<file path="config.mk">
export PLATFORM = sky130hd
export DESIGN_NAME = lcd_timing_gen
export DESIGN_NICKNAME = d
export VERILOG_FILES = /design/src/rtl/lcdt_pkg.sv /design/src/rtl/lcdt_digit_div.sv /design/src/rtl/lcdt_line_div.sv /design/src/rtl/lcdt_boost_div.sv /design/src/rtl/lcd_timing_gen.sv
export SDC_FILE = /design/constraint.sdc
export NUM_CORES = 1
export LEC_CHECK = 0
export CORE_AREA = 10 10 48 50
export CTS_BUF_LIST = sky130_fd_sc_hd__clkbuf_16
export CTS_CLUSTER_SIZE = 12
export DETAILED_ROUTE_END_ITERATION = 8
export DIE_AREA = 0 0 58 60
export DONT_BUFFER_PORTS = 1
export MAX_ROUTING_LAYER = met4
export SLEW_MARGIN = 10
export SYNTH_ARGS = -nofsm -noshare
export SYNTH_HDL_FRONTEND = slang
export SYNTH_HIERARCHICAL = 1
export SYNTH_SLANG_ARGS = --single-unit
</file>
<file path="constraint.sdc">
create_clock -name clk -period 2.1 [get_ports clk]
set_input_delay 0.21 -clock clk [delete_from_list [all_inputs] [get_ports clk]]
set_output_delay 0.21 -clock clk [all_outputs]
set_load 0.01 [all_outputs]
</file>
<file path="src/rtl/lcdt_pkg.sv">
package lcdt_pkg;
    // Width of a counter holding 0..n-1, at least one bit.
    function automatic int cnt_width(input int n);
        return (n > 1) ? $clog2(n) : 1;
    endfunction
endpackage

</file>
<file path="src/rtl/lcdt_digit_div.sv">
module lcdt_digit_div #(
    parameter int DIGITS = 13
) (
    input  logic clk,
    input  logic rst_n,
    input  logic run_i,
    input  logic tick_i,
    output logic wrap_o,
    output logic step_o
);
    localparam int DW = lcdt_pkg::cnt_width(DIGITS);
    localparam logic [DW-1:0] LAST = DW'(DIGITS - 1);

    typedef struct packed {
        logic [DW-1:0] cnt;
        logic          step;
    } dig_st_t;

    dig_st_t s_d, s_q;
    logic    at_end;

    assign at_end = (s_q.cnt == LAST);
    assign wrap_o = run_i && tick_i && at_end;
    assign step_o = s_q.step;

    always_comb begin
        s_d      = s_q;
        s_d.step = 1'b0;
        if (!run_i) begin
            s_d = '0;
        end else if (tick_i) begin
            s_d.cnt  = at_end ? '0 : s_q.cnt + 1'b1;
            s_d.step = at_end;
        end
    end

    always_ff @(posedge clk or negedge rst_n) begin
        if (!rst_n) s_q <= '0;
        else        s_q <= s_d;
    end

    // the last digit plus a tick yields a strobe next cycle
    a_r2_step_after_wrap: assert property (@(posedge clk) disable iff (!rst_n)
        (run_i && tick_i && at_end) |=> step_o);
    // no tick, no advance
    a_r3_idle_hold: assert property (@(posedge clk) disable iff (!rst_n)
        (run_i && !tick_i) |=> ($stable(s_q.cnt) && !step_o));
    // disabled clears the counter
    a_r6_digit_clear: assert property (@(posedge clk) disable iff (!rst_n)
        !run_i |=> (s_q.cnt == '0 && !step_o));
endmodule

</file>
<file path="src/rtl/lcdt_line_div.sv">
module lcdt_line_div #(
    parameter int DUTY = 30
) (
    input  logic clk,
    input  logic rst_n,
    input  logic run_i,
    input  logic adv_i,
    output logic frame_o
);
    localparam int LW = lcdt_pkg::cnt_width(DUTY);
    localparam logic [LW-1:0] LAST = LW'(DUTY - 1);

    typedef struct packed {
        logic [LW-1:0] line;
        logic          frame;
    } line_st_t;

    line_st_t s_d, s_q;
    logic     at_end;

    assign at_end  = (s_q.line == LAST);
    assign frame_o = s_q.frame;

    always_comb begin
        s_d = s_q;
        if (!run_i) begin
            s_d = '0;
        end else if (adv_i) begin
            s_d.line  = at_end ? '0 : s_q.line + 1'b1;
            s_d.frame = s_q.frame ^ at_end;
        end
    end

    always_ff @(posedge clk or negedge rst_n) begin
        if (!rst_n) s_q <= '0;
        else        s_q <= s_d;
    end

    // frame inverts when the last line is advanced
    a_r4_frame_on_wrap: assert property (@(posedge clk) disable iff (!rst_n)
        (run_i && adv_i && at_end) |=> (frame_o != $past(frame_o)));
    // frame holds between line wraps
    a_r4_frame_hold: assert property (@(posedge clk) disable iff (!rst_n)
        (run_i && !(adv_i && at_end)) |=> $stable(frame_o));
    // disabled clears the line counter and frame
    a_r6_line_clear: assert property (@(posedge clk) disable iff (!rst_n)
        !run_i |=> (s_q.line == '0 && !frame_o));
endmodule

</file>
<file path="src/rtl/lcdt_boost_div.sv">
module lcdt_boost_div (
    input  logic clk,
    input  logic rst_n,
    input  logic run_i,
    input  logic adv_i,
    output logic boost_o
);
    typedef struct packed {
        logic level;
    } bst_st_t;

    bst_st_t s_d, s_q;

    assign boost_o = s_q.level;

    always_comb begin
        s_d = s_q;
        if (!run_i)     s_d.level = 1'b0;
        else if (adv_i) s_d.level = ~s_q.level;
    end

    always_ff @(posedge clk or negedge rst_n) begin
        if (!rst_n) s_q <= '0;
        else        s_q <= s_d;
    end

    // each digit wrap inverts the boost clock
    a_r5_boost_toggle: assert property (@(posedge clk) disable iff (!rst_n)
        (run_i && adv_i) |=> (boost_o != $past(boost_o)));
    // disabled forces the boost clock low
    a_r6_boost_low: assert property (@(posedge clk) disable iff (!rst_n)
        !run_i |=> !boost_o);
endmodule

</file>
<file path="src/rtl/lcd_timing_gen.sv">
module lcd_timing_gen #(
    parameter int DIGITS = 13,
    parameter int DUTY   = 30
) (
    input  logic clk,
    input  logic rst_n,
    input  logic osc_en,
    input  logic osc_tick,
    output logic com_step,
    output logic frame_tgl,
    output logic boost_clk
);
    logic digit_wrap;

    lcdt_digit_div #(.DIGITS(DIGITS)) u_digit (
        .clk    (clk),
        .rst_n  (rst_n),
        .run_i  (osc_en),
        .tick_i (osc_tick),
        .wrap_o (digit_wrap),
        .step_o (com_step)
    );

    lcdt_line_div #(.DUTY(DUTY)) u_line (
        .clk     (clk),
        .rst_n   (rst_n),
        .run_i   (osc_en),
        .adv_i   (digit_wrap),
        .frame_o (frame_tgl)
    );

    lcdt_boost_div u_boost (
        .clk     (clk),
        .rst_n   (rst_n),
        .run_i   (osc_en),
        .adv_i   (digit_wrap),
        .boost_o (boost_clk)
    );

    // outputs low during reset
    always_comb begin
        if (!rst_n) begin
            a_r1_reset_low: assert (!com_step && !frame_tgl && !boost_clk);
        end
    end

    // while enabled, frame and boost move only with a line strobe
    a_r8_frame_with_step: assert property (@(posedge clk) disable iff (!rst_n)
        ($past(osc_en) && frame_tgl != $past(frame_tgl)) |-> com_step);
    a_r8_boost_with_step: assert property (@(posedge clk) disable iff (!rst_n)
        ($past(osc_en) && boost_clk != $past(boost_clk)) |-> com_step);
endmodule

</file>
==> metrics.md, run 1 <==
| Metric | Value |
|---|---|
| Outcome | finished clean |
| Top cell type by total area after synthesis | dfrtp_1 |
| Critical R2R Launch | u_digit/s_q[1]$_DFFE_PN0P_ |
| Starting density of the core | 0.443 |
| Post-synth cell types | 26 |
| CTS tree | built |
| Hold Path Class | input port to flip-flop |
| Endpoint class of the critical path | flip-flop |
| Setup_tns | 0 ns |
| Critical hold path startpoint | osc_en |
| Main synth FF type | dfrtp_1 |
| Final hold violation count | 0 |
| Total Nets Final | between 70 and 80 |
| Area of the multi-input gates | a little over 300 sq um |
| Crit Path Category | flip-flop to flip-flop |
| Die Y | roughly 60 um |
| R2r worst-path depth | 7 |
| Startpoint Class | flip-flop |
| Asr flop ratio synth | 1.00 |
| Initial antenna violation count | 0 |
| Routed WL per cell | about 15 um |
| Synth top area share | 0.472 |
| PortBufs | 0 |
| Die ar. | between 3000 and 4000 sq um |
| Seq/Total Area, Yosys | 0.472 |
| Drt pass-1 iters | 4 |
| Minimum clock period | about 1.7 ns |
| Post-synth EDFFs | 0 |
| Post-Synthesis Cells | 65 |
| Register Area | around 300 sq um |
| WHS Endpoint | u_boost/boost_o$_DFFE_PN0P_ |
| Clock root buffer | clkbuf_16 |
| Wire length of the first global-routing pass | 2060 um |
| Final setup margin | between 0.4 and 0.5 ns |
| Mapped Nets | between 70 and 80 |
| Aggregate global routing overflow | 0 |
| Measured slew at the worst slew-check pin | ~0.54 ns |
| Yosys warns | 6 |
| Total routed wirelength | between 1000 and 1500 um |
| Detailed-route via count | approximately 490 |
| Cells on Worst Hold Path | 1 |
| Core Region | around 1400 sq um |
| Inst Count DP | between 80 and 90 |
| Gr usage total | 0.0806 |
| CTS resizes | 0 |
| Endpoints failing setup | 0 |
| Worst-Skew Late Latency | between 0.2 and 0.25 ns |
| I/O pin cnt | 7 |
| Max-slew headroom | 0.641 |
| Clk sinks | 12 |
| RSZ-0062 raised after global routing | no |
| Mapped cell area | around 640 sq um |
| Largest net degree at the start of global routing | 13 |
| Seq cells post-synth | 12 |
| CTS clk-pin slew, worst paths | approximately 0.040 ns |
| CTS Buf Count | 3 |
| CP required | 2.26 ns |
| Hpwl dp | 857 um |
| Layout Cell Area excl Fill | about 750 sq um |
| Clock buffer depth | 2 |
| Clock H-tree levels | 1 |
| Period utilization | 0.786 |
| Largest cells by area after synthesis | dfrtp_1 (47%), ha_1 (7.9%), a21oi_1 (4.7%) |
| Max_cap viols | 0 |
| Post-Layout Cell Count | 86 |
| Gpl congestion | roughly 0.77 |
| DRC viols | 0 |
| Vias in the first global route | ~440 |
| Rows | 14 |
| Antenna viol nets, final | 0 |
| Leakage | 0.340 nW |
| Fill cells | 137 |
| Share of post-route cells with drive strength above 1 | 0.100 |
| Placement Cell Area | between 600 and 700 sq um |
| Final worst clock skew | approximately 0.0033 ns |
| Place WS | approximately 0.48 ns |
| Die width | slightly below 60 um |
| Mean area per synthesized cell | approximately 10 sq um |
| Max Freq | 606 MHz |
| N_diodes | 0 |
| Crit path max fanout | 4 |
| Reg2reg end | u_line/frame_o$_DFFE_PN0P_ |
| Reg2reg setup slack | roughly 0.45 ns |
| Peak VDD IR | around 0.5 mV |
| Via density | 5.65 |
| Fin. max-slew vios | 0 |
| Arrival time worst endpoint | 1.81 ns |
| Area grow syn2layout | 17.5% |
| Power Density | 820 nW/um^2 |
| Setup crit start | u_digit/s_q[1]$_DFFE_PN0P_ |
| Initial detailed-routing violation count | 30 |
==> final cells by class <==
class,count,area share
multi-input combinational,46,0.412
clock inverter,1,0.00503
sequential,12,0.402
timing repair buffer,2,0.0235
tap,16,0.0268
clock buffer,3,0.101
inverter,6,0.0302
==> layer usage <==
layer,wire [um],part of all wire,up-vias,track usage
li1,-,-,246,-
met1,616,0.49,225,0.0910
met2,545,0.43,13,0.110
met3,88,0.070,2,0.0403
met4,12,0.0095,0,0.0503
met5,0,0,-,-
==> where the power goes <==
group          total, mW  switching, mW  leakage [nW]  internal [mW]
clock              0.351          0.100        0.0385          0.251
sequential         0.239        0.00372         0.166          0.235
combinational     0.0232         0.0142         0.135        0.00908
total              0.613          0.118         0.340          0.495
==> registers in the layout, indices dropped and copies added, names as in the netlist <==
name	flops
u_boost/boost_o	1
u_digit/s_q	4
u_digit/step_o	1
u_line/frame_o	1
u_line/s_q	5
==> cells in the mapped netlist, types with 2 or more instances <==
master / number
nand3b_1: 3
nand3_1: 4
inv_1: 5
ha_1: 4
a311oi_1: 2
nor2_1: 4
o21ai_0: 3
nand2_1: 4
a41oi_1: 2
dfrtp_1: 12
a21boi_0: 2
a21oi_1: 6
==> metrics by stage <==
stage                     total power, mW   util  hold slack (ns)
after floorplan                     0.255      -          -0.0856
after detailed placement            0.259  0.458          -0.0852
after global routing                0.631  0.520           0.0968
after global placement              0.259  0.458          -0.0852
after CTS                           0.621  0.520           0.0947
final                               0.613  0.520           0.0978
==> placed cells by master (no fill, tap or decap), drive strengths merged <==
cell,count
nand4,2
ha,4
dlygate4sd3,1
buf,1
o21ai,3
a41oi,2
a311oi,2
or4,1
inv,6
clkinv,1
nand2,5
nor2b,1
dfrtp,12
nand3,4
xor2,1
nor2,4
or2b,1
a21boi,3
nand3b,3
or3,1
nor3,1
a21oi,6
and2,1
clkbuf,3
mux2i,1
==> worst max-delay path, cell delays in order (launching register included) <==
cell and delay (ns):
dfrtp_1 0.41, inv_1 0.11, ha_1 0.22, nand3_1 0.10
nor2_1 0.13, inv_1 0.09, or3_1 0.36, a21oi_1 0.15
==> how the worst max path moves through the flow <==
stage	endpoint	slack, ns	cells past startpoint
5_1_grt	u_line/frame_o$_DFFE_PN0P_	0.25	7
3_5_place_dp	u_line/s_q[4]$_DFFE_PN0P_	0.48	7
6_report	u_line/frame_o$_DFFE_PN0P_	0.45	7
2_1_floorplan	u_line/frame_o$_DFFE_PN0P_	0.42	8
4_1_cts	u_line/frame_o$_DFFE_PN0P_	0.45	7
3_3_place_gp	u_line/frame_o$_DFFE_PN0P_	0.49	7
==> cells by family after synthesis <==
logic type	synth area share
simple gates	0.215
compound gates	0.161
flops	0.472
buf+inv	0.0433
fa+ha+maj	0.0787
xor+xnor	0.0138
mux	0.0157
==> what timing repair did <==
action,CTS,global route
hold buffers,1,0
endpoints found under the hold margin,12,0
setup buffers,0,0
Note: power is estimated with default switching activity, not from simulation.
==> run 2: changes to the inputs <==
- clock period: 2.1 -> 1.6 ns (I/O delays scaled with it)
==> metrics.md, run 2 (same netlist as run 1, synthesis figures left out) <==
| Metric | Value |
|---|---|
| Outcome | finished clean |
| Detailed-route via count | about 490 |
| Worst-Skew Late Latency | approximately 0.24 ns |
| Setup_tns | 0 ns |
| Biggest register | u_line/s_q |
| Minimum clock period | 1.45 ns |
| Crit path max fanout | 4 |
| Clk sinks | 12 |
| Drt pass-1 iters | 4 |
| Max-slew headroom | 0.644 |
| R2r worst-path depth | 7 |
| CP required | 1.76 ns |
| Total Nets Final | 81 |
| Area grow syn2layout | 25.0% |
| Rows | 14 |
| Clock buffer depth | 2 |
| Post-CTS Setup Repair Bufs | 0 |
| Max stage delay on crit path | around 0.38 ns |
| Largest regs | u_line/s_q: 5 flops, u_digit/s_q: 4 flops |
| Hpwl dp | approximately 860 um |
| Commonest non-fill, non-tap cell in the layout | dfrtp_1 |
| Initial antenna violation count | 0 |
| Max_cap viols | 0 |
| CTS Buf Count | 3 |
| Cell mode on critical path | inv_2 |
| Gr usage total | 0.0823 |
| Leakage | between 0.3 and 0.4 nW |
| Max Freq | 691 MHz |
| Die ar. | ~3500 sq um |
| Reg2reg setup slack | roughly 0.15 ns |
| Crit Path Category | flip-flop to flip-flop |
| Slowest-stage cell, CP | dfrtp_1 |
| CTS tree | built |
| Critical hold path startpoint | osc_en |
| Total routed wirelength | approximately 1200 um |
| Hold Path Class | input port to flip-flop |
| PortBufs | 0 |
| Antenna viol nets, final | 0 |
| CP cell instances | inv_2 -> ha_4 -> nand3_2 -> nor2_4 -> inv_2 -> or3_1 -> a21oi_2 |
| Fin. max-slew vios | 0 |
| Die Y | about 60 um |
| Period utilization | 0.905 |
| Critical R2R Launch | u_digit/s_q[2]$_DFFE_PN0P_ |
| Endpoints failing setup | 0 |
| Cells on Worst Hold Path | 1 |
| Die width | between 50 and 60 um |
| Post-Layout Cell Count | 88 |
| Wire length of the first global-routing pass | 2150 um |
| Via density | around 5.6 |
| Gpl congestion | between 0.8 and 0.9 |
| Startpoint Class | flip-flop |
| Clock root buffer | clkbuf_16 |
| Setup crit start | u_digit/s_q[2]$_DFFE_PN0P_ |
| Critical path depth | 7 |
| Commonest non-fill, non-tap cells in the layout | dfrtp_1 (12), a21oi_1 (5), nand2_1 (4) |
| Final hold violation count | 0 |
| Share of post-route cells with drive strength above 1 | 0.208 |
| Cell family with most CP delay | simple AND/OR/NAND/NOR gates |
| Largest net degree at the start of global routing | 13 |
| DRC viols | 0 |
| Buffers & Inverters on Critical Path | 2 |
| Clock H-tree levels | 1 |
| Initial detailed-routing violation count | 7 |
| Routed WL per cell | about 13 um |
| Starting density of the core | 0.443 |
| Final Util | 0.553 |
| Final worst clock skew | between 0.003 and 0.004 ns |
| I/O pin cnt | 7 |
| Aggregate global routing overflow | 0 |
| N_diodes | 0 |
| Arrival time worst endpoint | around 1.6 ns |
| Core Region | approximately 1400 sq um |
| Inst Count DP | 83 |
| Fill cells | 130 |
| RSZ-0062 raised after global routing | no |
| Peak VDD IR | a little over 0.9 mV |
| Vias in the first global route | roughly 470 |
| Measured slew at the worst slew-check pin | 0.532 ns |
| Endpoint class of the critical path | flip-flop |
| CTS clk-pin slew, worst paths | approximately 0.04 ns |
| Max FFs per register | 5 |
| Power Density | between 1000 and 1500 nW/um^2 |
run 2: what timing repair did:
item	CTS	global route
hold endpoints to repair	12	0
hold buffers	1	0
resized for setup	0	5
endpoints found under the setup margin	0	3
run 2: layout make-up:
type                       instances  area [sq um]  share of cell area
clock buffer                       3          75.1              0.0945
inverter                           6          22.5              0.0283
multi-input combinational         46           337               0.424
timing repair buffer               4          36.3              0.0457
clock inverter                     1          3.75             0.00472
sequential                        12           300               0.378
tap                               16          20.0              0.0252
run 2: power breakdown:
part	leakage (nW)	switching, mW	internal, mW	total (mW)
combinational	0.149	0.0241	0.0209	0.0451
clock	0.0385	0.117	0.328	0.445
sequential	0.166	0.00253	0.309	0.311
run 2: worst paths after layout:
check,to
min in group asynchronous,u_digit/s_q[4]$_DFFE_PN0P_
worst min register to register,u_line/s_q[4]$_DFFE_PN0P_
max in group asynchronous,u_line/s_q[2]$_DFFE_PN0P_
worst min-delay path,u_boost/boost_o$_DFFE_PN0P_
worst max register to register,u_line/frame_o$_DFFE_PN0P_
worst max-delay path,u_line/frame_o$_DFFE_PN0P_
run 2: layer usage:
metal  share of wire  routed length (um)  track usage
met2            0.42                 495        0.109
met5               0                   0            -
met3            0.10                 121       0.0636
met4          0.0034                   4       0.0302
met1            0.48                 566       0.0907
run 2: per-stage QoR:
step | hold WS, ns | setup WS [ns] | power, mW | instance area, sq um
2_1_floorplan | -0.136 | 0.0256 | 0.340 | 657
3_3_place_gp | -0.135 | 0.137 | 0.350 | 688
3_5_place_dp | -0.135 | 0.114 | 0.352 | 688
4_1_cts | 0.0544 | 0.0956 | 0.816 | 777
5_1_grt | 0.0639 | 0.0350 | 0.833 | 795
6_report | 0.0588 | 0.153 | 0.801 | 795
